===== src/rtl/perfmon_pkg.sv =====
package perfmon_pkg;
  localparam int ADDR_W = 4;

  typedef enum logic [ADDR_W-1:0] {
    PM_TOTAL   = 4'd0,
    PM_BUSY    = 4'd1,
    PM_REQS    = 4'd2,
    PM_RSPS    = 4'd3,
    PM_BYTES   = 4'd4,
    PM_OUTSUM  = 4'd5,
    PM_OUTMAX  = 4'd6,
    PM_LATMAX  = 4'd7,
    PM_LATMIN  = 4'd8,
    PM_VIOL    = 4'd9,
    PM_STATUS  = 4'd10
  } pm_reg_e;

  // index of each single-step event counter
  localparam int EV_TOTAL = 0;
  localparam int EV_BUSY  = 1;
  localparam int EV_REQS  = 2;
  localparam int EV_RSPS  = 3;
  localparam int EV_VIOL  = 4;
  localparam int EV_NUM   = 5;
endpackage


===== src/rtl/perfmon_satcnt.sv =====
module perfmon_satcnt #(
  parameter int W     = 32,
  parameter int INC_W = 1
) (
  input  logic             clk,
  input  logic             rst_n,
  input  logic             clr,
  input  logic             en,
  input  logic [INC_W-1:0] inc,
  output logic [W-1:0]     q
);
  logic [W:0]   sum;
  logic [W-1:0] q_n;

  always_comb begin
    sum = {1'b0, q} + (W+1)'(inc);
    q_n = q;
    if (clr) begin
      q_n = '0;
    end else if (en) begin
      q_n = sum[W] ? '1 : sum[W-1:0];
    end
  end

  always_ff @(posedge clk or negedge rst_n) begin
    if (!rst_n) q <= '0;
    else        q <= q_n;
  end
endmodule


===== src/rtl/perfmon_maxtrk.sv =====
module perfmon_maxtrk #(
  parameter int W = 8
) (
  input  logic         clk,
  input  logic         rst_n,
  input  logic         clr,
  input  logic         en,
  input  logic [W-1:0] val,
  output logic [W-1:0] q
);
  logic [W-1:0] q_n;

  always_comb begin
    q_n = q;
    if (clr)                  q_n = '0;
    else if (en && (val > q)) q_n = val;
  end

  always_ff @(posedge clk or negedge rst_n) begin
    if (!rst_n) q <= '0;
    else        q <= q_n;
  end
endmodule


===== src/rtl/perfmon_tsfifo.sv =====
module perfmon_tsfifo #(
  parameter int DEPTH = 8,
  parameter int W     = 16,
  localparam int AW   = $clog2(DEPTH),
  localparam int CW   = AW + 1
) (
  input  logic          clk,
  input  logic          rst_n,
  input  logic          push,
  input  logic          pop,
  input  logic [W-1:0]  din,
  output logic [W-1:0]  head,
  output logic [CW-1:0] count
);
  logic [W-1:0]  mem [DEPTH];
  logic [AW-1:0] wr_q, rd_q, wr_n, rd_n;
  logic [CW-1:0] count_n;

  always_comb begin
    wr_n    = push ? wr_q + AW'(1) : wr_q;
    rd_n    = pop  ? rd_q + AW'(1) : rd_q;
    count_n = count + CW'(push) - CW'(pop);
  end

  always_ff @(posedge clk or negedge rst_n) begin
    if (!rst_n) begin
      wr_q  <= '0;
      rd_q  <= '0;
      count <= '0;
    end else begin
      wr_q  <= wr_n;
      rd_q  <= rd_n;
      count <= count_n;
    end
  end

  always_ff @(posedge clk) begin
    if (push) mem[wr_q] <= din;
  end

  assign head = mem[rd_q];
endmodule


===== src/rtl/perfmon_latstat.sv =====
module perfmon_latstat #(
  parameter int LAT_W = 16
) (
  input  logic             clk,
  input  logic             rst_n,
  input  logic             clr,
  input  logic             sample,
  input  logic [LAT_W-1:0] lat,
  input  logic [LAT_W-1:0] bound,
  output logic [LAT_W-1:0] lat_max,
  output logic [LAT_W-1:0] lat_min,
  output logic             over
);
  logic [LAT_W-1:0] max_n, min_n;

  always_comb begin
    over  = sample && (lat > bound);
    max_n = lat_max;
    min_n = lat_min;
    if (clr) begin
      max_n = '0;
      min_n = '1;
    end else if (sample) begin
      if (lat > lat_max) max_n = lat;
      if (lat < lat_min) min_n = lat;
    end
  end

  always_ff @(posedge clk or negedge rst_n) begin
    if (!rst_n) begin
      lat_max <= '0;
      lat_min <= '1;
    end else begin
      lat_max <= max_n;
      lat_min <= min_n;
    end
  end
endmodule


===== src/rtl/perfmon_top.sv =====
module perfmon_top #(
  parameter int DATA_BYTES = 4,
  parameter int CNT_W      = 32,
  parameter int SUM_W      = 48,
  parameter int LAT_W      = 16,
  parameter int DEPTH      = 8
) (
  input  logic             clk,
  input  logic             rst_n,
  input  logic             req_valid,
  input  logic             req_ready,
  input  logic             rsp_valid,
  input  logic             rsp_ready,
  input  logic             ctl_start,
  input  logic             ctl_stop,
  input  logic             ctl_clear,
  input  logic [LAT_W-1:0] lat_bound,
  input  logic             rd_en,
  input  logic [3:0]       rd_addr,
  output logic [SUM_W-1:0] rd_data,
  output logic             running,
  output logic             lat_alarm
);
  import perfmon_pkg::*;

  localparam int AW    = $clog2(DEPTH);
  localparam int OCC_W = AW + 1;
  localparam int BI_W  = $clog2(2*DATA_BYTES + 1);

  logic             req_fire, rsp_fire, have_entry, retire, sample, over;
  logic [LAT_W-1:0] stamp_q, stamp_n, head, lat;
  logic [OCC_W-1:0] occ;
  logic [1:0]       nfire;
  logic [BI_W-1:0]  byte_inc;
  logic             run_n, alarm_n;
  logic [EV_NUM-1:0] ev_inc;
  logic [CNT_W-1:0] ev_cnt [EV_NUM];
  logic [CNT_W-1:0] total_cnt, busy_cnt, out_max;
  logic [SUM_W-1:0] byte_cnt, out_sum;
  logic [LAT_W-1:0] lat_max, lat_min;
  logic [SUM_W-1:0] rd_mux, rd_n;

  // handshake decode
  always_comb begin
    req_fire   = req_valid && req_ready;
    rsp_fire   = rsp_valid && rsp_ready;
    have_entry = (occ != '0);
    retire     = rsp_fire && have_entry;
    sample     = retire && running;
    nfire      = {1'b0, req_fire} + {1'b0, rsp_fire};
    byte_inc   = BI_W'(nfire) * BI_W'(DATA_BYTES);
    stamp_n    = stamp_q + LAT_W'(1);
    lat        = stamp_q - head;
  end

  // window control and sticky alarm
  always_comb begin
    run_n = running;
    if (ctl_stop)       run_n = 1'b0;
    else if (ctl_start) run_n = 1'b1;
    alarm_n = lat_alarm;
    if (ctl_clear)      alarm_n = 1'b0;
    else if (over)      alarm_n = 1'b1;
  end

  always_ff @(posedge clk or negedge rst_n) begin
    if (!rst_n) begin
      stamp_q   <= '0;
      running   <= 1'b0;
      lat_alarm <= 1'b0;
    end else begin
      stamp_q   <= stamp_n;
      running   <= run_n;
      lat_alarm <= alarm_n;
    end
  end

  // in-order stamp queue: tracked regardless of the window
  perfmon_tsfifo #(.DEPTH(DEPTH), .W(LAT_W)) u_fifo (
    .clk(clk), .rst_n(rst_n), .push(req_fire), .pop(retire),
    .din(stamp_q), .head(head), .count(occ)
  );

  perfmon_latstat #(.LAT_W(LAT_W)) u_lat (
    .clk(clk), .rst_n(rst_n), .clr(ctl_clear), .sample(sample),
    .lat(lat), .bound(lat_bound), .lat_max(lat_max), .lat_min(lat_min),
    .over(over)
  );

  // single-step event counters
  always_comb begin
    ev_inc           = '0;
    ev_inc[EV_TOTAL] = 1'b1;
    ev_inc[EV_BUSY]  = req_fire || rsp_fire;
    ev_inc[EV_REQS]  = req_fire;
    ev_inc[EV_RSPS]  = rsp_fire;
    ev_inc[EV_VIOL]  = over;
  end

  for (genvar g = 0; g < EV_NUM; g++) begin : g_ev
    perfmon_satcnt #(.W(CNT_W), .INC_W(1)) u_cnt (
      .clk(clk), .rst_n(rst_n), .clr(ctl_clear), .en(running),
      .inc(ev_inc[g]), .q(ev_cnt[g])
    );
  end

  assign total_cnt = ev_cnt[EV_TOTAL];
  assign busy_cnt  = ev_cnt[EV_BUSY];

  perfmon_satcnt #(.W(SUM_W), .INC_W(BI_W)) u_bytes (
    .clk(clk), .rst_n(rst_n), .clr(ctl_clear), .en(running),
    .inc(byte_inc), .q(byte_cnt)
  );

  perfmon_satcnt #(.W(SUM_W), .INC_W(OCC_W)) u_outsum (
    .clk(clk), .rst_n(rst_n), .clr(ctl_clear), .en(running),
    .inc(occ), .q(out_sum)
  );

  perfmon_maxtrk #(.W(CNT_W)) u_outmax (
    .clk(clk), .rst_n(rst_n), .clr(ctl_clear), .en(running),
    .val(CNT_W'(occ)), .q(out_max)
  );

  // register read port
  always_comb begin
    case (pm_reg_e'(rd_addr))
      PM_TOTAL:  rd_mux = SUM_W'(ev_cnt[EV_TOTAL]);
      PM_BUSY:   rd_mux = SUM_W'(ev_cnt[EV_BUSY]);
      PM_REQS:   rd_mux = SUM_W'(ev_cnt[EV_REQS]);
      PM_RSPS:   rd_mux = SUM_W'(ev_cnt[EV_RSPS]);
      PM_BYTES:  rd_mux = byte_cnt;
      PM_OUTSUM: rd_mux = out_sum;
      PM_OUTMAX: rd_mux = SUM_W'(out_max);
      PM_LATMAX: rd_mux = SUM_W'(lat_max);
      PM_LATMIN: rd_mux = SUM_W'(lat_min);
      PM_VIOL:   rd_mux = SUM_W'(ev_cnt[EV_VIOL]);
      PM_STATUS: rd_mux = SUM_W'({lat_alarm, running});
      default:   rd_mux = '0;
    endcase
    rd_n = rd_en ? rd_mux : rd_data;
  end

  always_ff @(posedge clk or negedge rst_n) begin
    if (!rst_n) rd_data <= '0;
    else        rd_data <= rd_n;
  end
endmodule


===== config.mk =====
export PLATFORM = sky130hd
export DESIGN_NAME = perfmon_top
export DESIGN_NICKNAME = d
export VERILOG_FILES = /design/src/rtl/perfmon_pkg.sv /design/src/rtl/perfmon_satcnt.sv /design/src/rtl/perfmon_maxtrk.sv /design/src/rtl/perfmon_tsfifo.sv /design/src/rtl/perfmon_latstat.sv /design/src/rtl/perfmon_top.sv
export SDC_FILE = /design/constraint.sdc
export NUM_CORES = 1
export LEC_CHECK = 0
export BUFFER_PORTS_ARGS = -buffer_cell sky130_fd_sc_hd__buf_2
export CAP_MARGIN = 20
export CORE_MARGIN = 2
export CORE_UTILIZATION = 30
export DETAILED_ROUTE_END_ITERATION = 8
export HOLD_SLACK_MARGIN = 0.12
export SLEW_MARGIN = 20
export SYNTH_ARGS = -nofsm -noshare
export SYNTH_HDL_FRONTEND = slang
export SYNTH_SLANG_ARGS = --single-unit

===== constraint.sdc =====
create_clock -name clk -period 7.1 [get_ports clk]
set_clock_uncertainty 0.15 [all_clocks]
set_input_delay 0.71 -clock clk [delete_from_list [all_inputs] [get_ports clk]]
set_output_delay 0.71 -clock clk [all_outputs]
set_load 0.05 [all_outputs]

==> results of run 1 <==
-- Yosys cell counts, drive strengths merged (31+ instances only) --
library cell	number
and4	31
o21a	37
clkbuf	146
and3	62
nor2	213
nand3	118
nor4	50
nor3	116
inv	172
ha	92
o22ai	62
a31oi	46
a21oi	166
nand4	72
a311oi	59
edfxtp	128
a22oi	92
a211oi	81
mux2i	52
nand2	203
mux4	32
dfrtp	351
o21ai	102
-- timing repair --
action | in CTS | in global routing
hold endpoints to repair | 67 | 0
gates resized for setup | 0 | 1
endpoints found under the setup margin | 0 | 8
hold buffers | 2 | 0
-- layer usage --
layer / part of all wire, % / vias up / GRT usage [%]
met5: 0.011 / - / 0
met4: 4.2 / 2 / 7.570
met3: 7.1 / 164 / 3.391
met2: 44 / 891 / 27.91
met1: 45 / 11520 / 26.53
li1: - / 10780 / -
-- cell type report --
| cell class | count | share of cell area, % |
|---|---|---|
| clock inverter | 37 | 1.444 |
| sequential | 495 | 41.84 |
| tap | 1186 | 4.757 |
| inverter | 173 | 2.082 |
| clock buffer | 64 | 4.613 |
| timing repair buffer | 128 | 2.643 |
| multi-input combinational | 1977 | 42.62 |
-- cell families after synthesis --
| family | count (synthesis) | share of synthesized area (%) |
|---|---|---|
| simple gates | 958 | 17.68 |
| compound gates | 800 | 19.93 |
| buf+inv | 342 | 4.717 |
| mux | 92 | 4.835 |
| flops | 495 | 47.38 |
| xor+xnor | 31 | 0.9860 |
| fa+ha+maj | 96 | 4.471 |
-- power groups by stage --
stage	sequential, mW	clock (mW)	combinational (mW)
2_1_floorplan	3.17	0	1.77
4_1_cts	3.20	3.10	2.43
6_report	3.20	3.04	2.44
5_1_grt	3.22	3.21	2.71
3_3_place_gp	3.25	0	2.37
3_5_place_dp	3.25	0	2.41
-- sequential cells by signal, indices dropped and copies added (netlist names) --
signal / flops
g_ev.u_cnt.q: 160
lat_alarm: 1
rd_data: 48
running: 1
stamp_q: 16
u_bytes.q: 47
u_fifo.count: 4
u_fifo.mem: 128
u_fifo.rd_q: 3
u_fifo.wr_q: 3
u_lat.lat_max: 16
u_lat.lat_min: 16
u_outmax.q: 4
u_outsum.q: 48
-- worst paths after layout --
check / to
worst max-delay path: g_ev[4].u_cnt.q[29]
worst min-delay path: running
worst max register to register: g_ev[4].u_cnt.q[29]
worst min register to register: rd_data[34]
max in group asynchronous: g_ev[2].u_cnt.q[0]
min in group asynchronous: u_outsum.q[42]
-- critical path: cells and delay by family, from the launching register on --
kind | cells | cell delay [ps]
AND/OR/NAND/NOR | 8 | 1740
AO/OA/AOI/OAI | 7 | 1410
adder cells (fa/ha/maj) | 3 | 890
multiplexers | 2 | 730
buffers and inverters | 3 | 720
flip-flops | 1 | 630
==> results.tsv, run 1 <==
stage	metric	value	unit
critical_path	critPathMaxFanout	14	
critical_path	path_cells	buf_4 -> buf_4 -> mux4_2 -> mux2i_1 -> ha_1 -> a21oi_1 -> o211ai_1 -> or3_1 -> nand3_1 -> nor3_1 -> ha_1 -> nand4_1 -> nor2_1 -> a21o_1 -> a31oi_1 -> ha_1 -> nand2_1 -> nor4_1 -> nand4_1 -> buf_4 -> o31ai_1 -> a21oi_1 -> a211oi_1	
synthesis	yosys.cell_types.count	81	
synthesis	yosys_warnings	0	
global_routing	grtUsageTotal	18.66	%
layout	nNetsFinal	2955	
sta	finalHoldViolations	0	
drt	vias	23350	
sta	worst_slew_pin_slew	1074	ps
hold_path	hp-class	primary input to register	
drt	drc	0	
placed_design	io_buffers	79	
die	die_y	307.0	um
sta	setup_violations	0	
synthesis	ys_seq_elements	495	
critical_path	r2r-start	u_fifo.rd_q[0]	
pwr	p_seq_share	36.8	%
drt	drt_iter0_drc	2278	
synthesis	synth_area_leaders	dfrtp_1 32%, edfxtp_1 14%, ha_1 4.2%, a21oi_1 3.0%, nor2_1 2.9%	
die	start_util	30.18	%
sta	max_freq	155.9	MHz
synthesis	synth_edf_count	128	
pwr	p_clk_share	35.0	%
global_routing	grt_pass1_vias	21890	
global_routing	grt_max_degree	168	
pwr	netSwitchingFraction	33.60	%
sta	hold_slack	187.5	ps
run_status	outcome	completed	
synthesis	synthFlopType	dfrtp_1	
critical_path	r2r_cells	23	
sta	slew_violations	0	
synthesis	synth.avg_cell_area	9.785	sq um
critical_path	ff2ff_setup_slack	680	ps
placed_design	dpl.hpwl	62.09	mm
hold_path	min_path_cells	3	
pwr	power_leakage	12.22	nW
pwr	finalPower	8.681	mW
layout	antenna_cells	0	
layout	regArea	13050	sq um
drt	ant_nets	0	
synthesis	synth_area	27540	sq um
critical_path	worst_setup_path_end_kind	register	
layout	fin_util	34.19	%
placed_design	gp_congestion	0.9000	
critical_path	startpoint	u_fifo.rd_q[0]	
sta	worst_slack	684.4	ps
sta	rsz0062_at_grt	false	
clocking	cts.sinks	495	
placed_design	pre_cts_ws	598.3	ps
clocking	clk_pin_slew	60	ps
synthesis	yosys.area.top_type	dfrtp_1	
layout	fin_cells	4060	
global_routing	grt_overflow_total	0	
critical_path	critical_path_class	register to register	
layout	drive_gt1_share	11.45	%
synthesis	ys_async_sr_fraction	74.14	%
clocking	cts_buffer_depth	3	
sta	setup-tns-final	0	ps
sta	timing.max_slew.rel_slack	28.37	%
die	dieArea	94220	sq um
layout	mostFrequentLayoutCell	dfrtp_1	
die	die_x	307.0	um
drt	wire_per_inst	22.00	um
critical_path	critical-path-max-stage-delay	630	ps
critical_path	slowest_stage	dfrtp_2	
synthesis	syn_nets	2940	
clocking	ctsRootBufferMaster	clkbuf_16	
critical_path	critPathRequiredTime	7470	ps
synthesis	synth_top_area_share	31.90	%
clocking	ctsHtreeMaxLevel	2	
run	drv_cap	0	
pwr	combPwrFrac	28.1	%
clocking	postCtsSetupBuffers	0	
die	io_pins	80	
layout	fill_cells	9179	
hold_path	holdCritStartpoint	ctl_start	
pwr	switchingPower	2.917	mW
die	rows	111	
layout	synthToLayoutAreaGrowth	13.29	%
pwr	ir_drop	0.1795	mV
die	design.core.area	91250	sq um
placed_design	place_inst	3957	
drt	vias_per_cell	5.752	
pwr	internal-power	5.764	mW
layout	final_cell_mix	349 x dfrtp_1, 212 x nor2_1, 202 x nand2_1	
synthesis	ys_seq_area_share	47.38	%
global_routing	grt_antenna_before_repair	1	
drt	routed_wl	89.32	mm
layout	multi_input_area	13290	sq um
sta	finalCritPeriodShare	90.36	%
critical_path	cp-start-kind	register	
clocking	cts_tree	built	
synthesis	syn_inst	2814	
placed_design	placed_area	29270	sq um
global_routing	grt_pass1_wl	136.6	mm
pwr	powerDensity	278.3	nW/um^2
critical_path	critPathArrivalTime	6780	ps
layout	post-route-cell-area	31190	sq um
clocking	clk_latency	650	ps
clocking	cts_buffers	54	
drt	dr.pass1.iters	6	
sta	finalCriticalPeriod	6416	ps
Note: power is estimated with default switching activity, not from simulation.
==> run 2, diff against run 1 <==
Settings changed: ABC_AREA set to 1, CTS_BUF_LIST set to sky130_fd_sc_hd__clkbuf_8, CTS_CLUSTER_SIZE set to 10.
==> run 2 against run 1 <==
Fmax is 13% higher. Sequential cell count did not move. Critical path depth increased by 8. Combinational power increased by 13%. Clock power down 11%. Utilization is 0.54 points lower. Cell count rose by 46%. Via count grew 31%. Routed wire length grew 26%. Hold slack improved by 130 ps. Count of clock-buffer cells in the layout up 38. Critical endpoint is now g_ev[4].u_cnt.q[18]. Largest cell class unchanged.
==> results.tsv, run 2 <==
stage	metric	value	unit
sta	setup-tns-final	0	ps
critical_path	worst_setup_path_end_kind	register	
synthesis	yosys.cell_types.count	50	
pwr	ir_drop	0.2209	mV
placed_design	gp_congestion	0.9862	
synthesis	yosys_warnings	0	
synthesis	synth_edf_count	128	
global_routing	grt_pass1_wl	172.5	mm
layout	largest_reg_flops	160	
drt	ant_nets	0	
clocking	ctsHtreeMaxLevel	3	
synthesis	synth_compound_area_share	10.94	%
drt	dr.pass1.iters	8	
die	design.core.area	103500	sq um
critical_path	crit_family	simple AND/OR/NAND/NOR gates	
drt	vias	30530	
global_routing	grt_pass1_vias	28310	
die	rows	118	
drt	routed_wl	112.9	mm
sta	setup_violations	0	
synthesis	synthFlopType	dfrtp_1	
global_routing	grt_overflow_total	0	
critical_path	critPathMaxFanout	40	
critical_path	critPathRequiredTime	7600	ps
drt	wire_per_inst	19.12	um
layout	max_flop_register	g_ev.u_cnt.q	
hold_path	holdCritStartpoint	rd_data[17]	
critical_path	critical-path-max-stage-delay	490	ps
synthesis	syn_inst	4384	
synthesis	syn_nets	4510	
sta	finalCritPeriodShare	79.96	%
drt	vias_per_cell	5.168	
synthesis	synthXorXnorAreaFrac	2.718	%
clocking	ctsRootBufferMaster	clkbuf_8	
synthesis	synth_area	31260	sq um
clocking	clk_latency	740	ps
die	die_y	326.8	um
critical_path	r2r_cells	31	
layout	drive_gt1_share	7.932	%
run_status	outcome	completed	
synthesis	ys_seq_area_share	41.74	%
die	io_pins	80	
layout	fill_cells	11090	
hold_path	whs_endpoint	rd_data[17]	
critical_path	ff2ff_setup_slack	1420	ps
synthesis	yosys.area.top_type	dfrtp_1	
global_routing	grt_max_degree	162	
layout	mostFrequentLayoutCell	nand2_1	
critical_path	regToRegEndpoint	g_ev[4].u_cnt.q[18]	
synthesis	ys_async_sr_fraction	74.14	%
hold_path	min_path_cells	2	
layout	largest_registers	g_ev.u_cnt.q (160), u_fifo.mem (128)	
critical_path	critPathArrivalTime	6170	ps
layout	nNetsFinal	4579	
placed_design	dpl.hpwl	81.50	mm
synthesis	yosys-mux-area-fraction	0	%
synthesis	ys_seq_elements	495	
clocking	clk_pin_slew	60	ps
global_routing	grtUsageTotal	20.83	%
critical_path	slowest_stage	xor2_1	
synthesis	synth_area_leaders	dfrtp_1 28%, nand2_1 17%, edfxtp_1 12%, nor2_1 5.9%, nand3_1 5.4%	
hold_path	hp-class	register to register	
sta	finalCriticalPeriod	5677	ps
pwr	powerDensity	246.9	nW/um^2
sta	worst_slack	1423	ps
layout	synthToLayoutAreaGrowth	11.41	%
sta	worst_slew_pin_slew	1086	ps
die	start_util	30.20	%
placed_design	pre_cts_ws	1437	ps
synthesis	synth_top_family_by_area	simple AND/OR/NAND/NOR gates	
layout	fin_util	33.65	%
synthesis	synth_fa_ha_area_share	3.939	%
pwr	power_leakage	15.28	nW
clocking	cts_buffers	86	
sta	finalHoldViolations	0	
clocking	cts.sinks	495	
critical_path	critical_path_class	register to register	
synthesis	synth_top_area_share	28.10	%
sta	max_freq	176.2	MHz
die	die_x	326.8	um
global_routing	grt_antenna_before_repair	2	
drt	drt_iter0_drc	3526	
run	drv_cap	0	
clocking	postCtsSetupBuffers	0	
drt	drc	0	
synthesis	synth.most_common_cell	nand2_1	
sta	slew_violations	0	
sta	rsz0062_at_grt	false	
critical_path	critPathBufInv	5	
layout	final_cell_mix	1404 x nand2_1, 488 x nor2_1, 479 x inv_1	
synthesis	synthSimpleGateAreaFrac	32.90	%
critical_path	cp-start-kind	register	
synthesis	synth.avg_cell_area	7.130	sq um
clocking	cts_buffer_depth	3	
sta	timing.max_slew.rel_slack	27.46	%
die	dieArea	106800	sq um
clocking	cts_tree	built	
critical_path	r2r-start	u_fifo.rd_q[0]	
placed_design	io_buffers	79	
critical_path	crit_top_cell	nand2_1	
synthesis	ys_top_cells_by_count	1404 x nand2_1, 489 x nor2_1, 439 x inv_1	
-- run 2: cell count changes in the layout (fill, tap and decap cells not counted), moves of 80 or more --
cell,previous run,this run
inv_1,171,479
nand3_1,118,336
clkbuf_8,6,102
o21ai_0,89,227
nor2_1,212,488
nand2_1,202,1404
a211oi_1,80,0
o21ai_1,11,135
a22oi_1,92,1
-- run 2: cell type report --
type / instances / area (sq um) / area share, %
clock inverter: 59 / 311.5 / 0.8946
sequential: 495 / 13050 / 37.47
multi-input combinational: 3270 / 15800 / 45.36
tap: 1380 / 1727 / 4.958
inverter: 485 / 1823 / 5.235
antenna: 2 / 5.005 / 0.01437
clock buffer: 102 / 1404 / 4.031
timing repair buffer: 115 / 708.2 / 2.034
-- run 2: per-layer routing --
layer  global-route usage (%)  up-vias  routed length, um
li1                         -    14470                  -
met1                    31.38    14670              52820
met2                    30.05     1223              47290
met3                    4.044      169               9918
met4                    5.604        0               2906
met5                        0        -                  0
-- run 2: worst max-delay path by stage --
stage / startpoint / to / slack, ps / cells past startpoint
floorplan: u_fifo.rd_q[0] / g_ev[4].u_cnt.q[25] / 2520 / 33
global route: u_fifo.rd_q[0] / g_ev[4].u_cnt.q[30] / 880 / 33
finish: u_fifo.rd_q[0] / g_ev[4].u_cnt.q[18] / 1420 / 31
global placement: u_fifo.rd_q[0] / g_ev[4].u_cnt.q[28] / 1570 / 33
detailed placement: u_fifo.rd_q[0] / g_ev[4].u_cnt.q[30] / 1440 / 30
CTS: u_fifo.rd_q[0] / g_ev[4].u_cnt.q[18] / 1390 / 30
-- run 2: through the flow --
stage | cell area [sq um] | hold WS [ps] | std cells | power (mW)
global placement | 33070 | 307.8 | 5742 | 5.889
finish | 34820 | 320.5 | 5908 | 8.597
global route | 34820 | 341.0 | 5908 | 9.210
floorplan | 31260 | 264.4 | 4384 | 5.115
CTS | 34810 | 327.2 | 5906 | 8.640
detailed placement | 33070 | 311.0 | 5742 | 5.933
-- run 2: cells by family (layout without fill, tap and decap cells) --
kind of cell    count (synthesis)  after routing
flops                         495            495
fa+ha+maj                      96             96
compound gates                628            628
other cells                     0              2
buf+inv                       619            761
xor+xnor                       97             97
simple gates                 2449           2449
-- run 2: worst register-to-register path, delay by kind of cell (launching register included) --
family | cells | cell delay [ps]
simple gates | 18 | 2110
buf+inv | 5 | 1210
fa+ha+maj | 3 | 740
compound gates | 4 | 500
xor+xnor | 1 | 490
flops | 1 | 410
-- run 2: where the power goes --
| part | switching, mW | internal [mW] | leakage (nW) |
|---|---|---|---|
| clock | 1.34 | 1.36 | 1.04 |
| combinational | 1.84 | 0.913 | 7.97 |
| sequential | 0.0924 | 3.05 | 6.26 |
-- run 2: repair_timing --
| item | 4_1_cts | 5_1_grt |
|---|---|---|
| hold buffers | 3 | 0 |
| hold endpoints to repair | 75 | 0 |
| resized for setup | 0 | 0 |
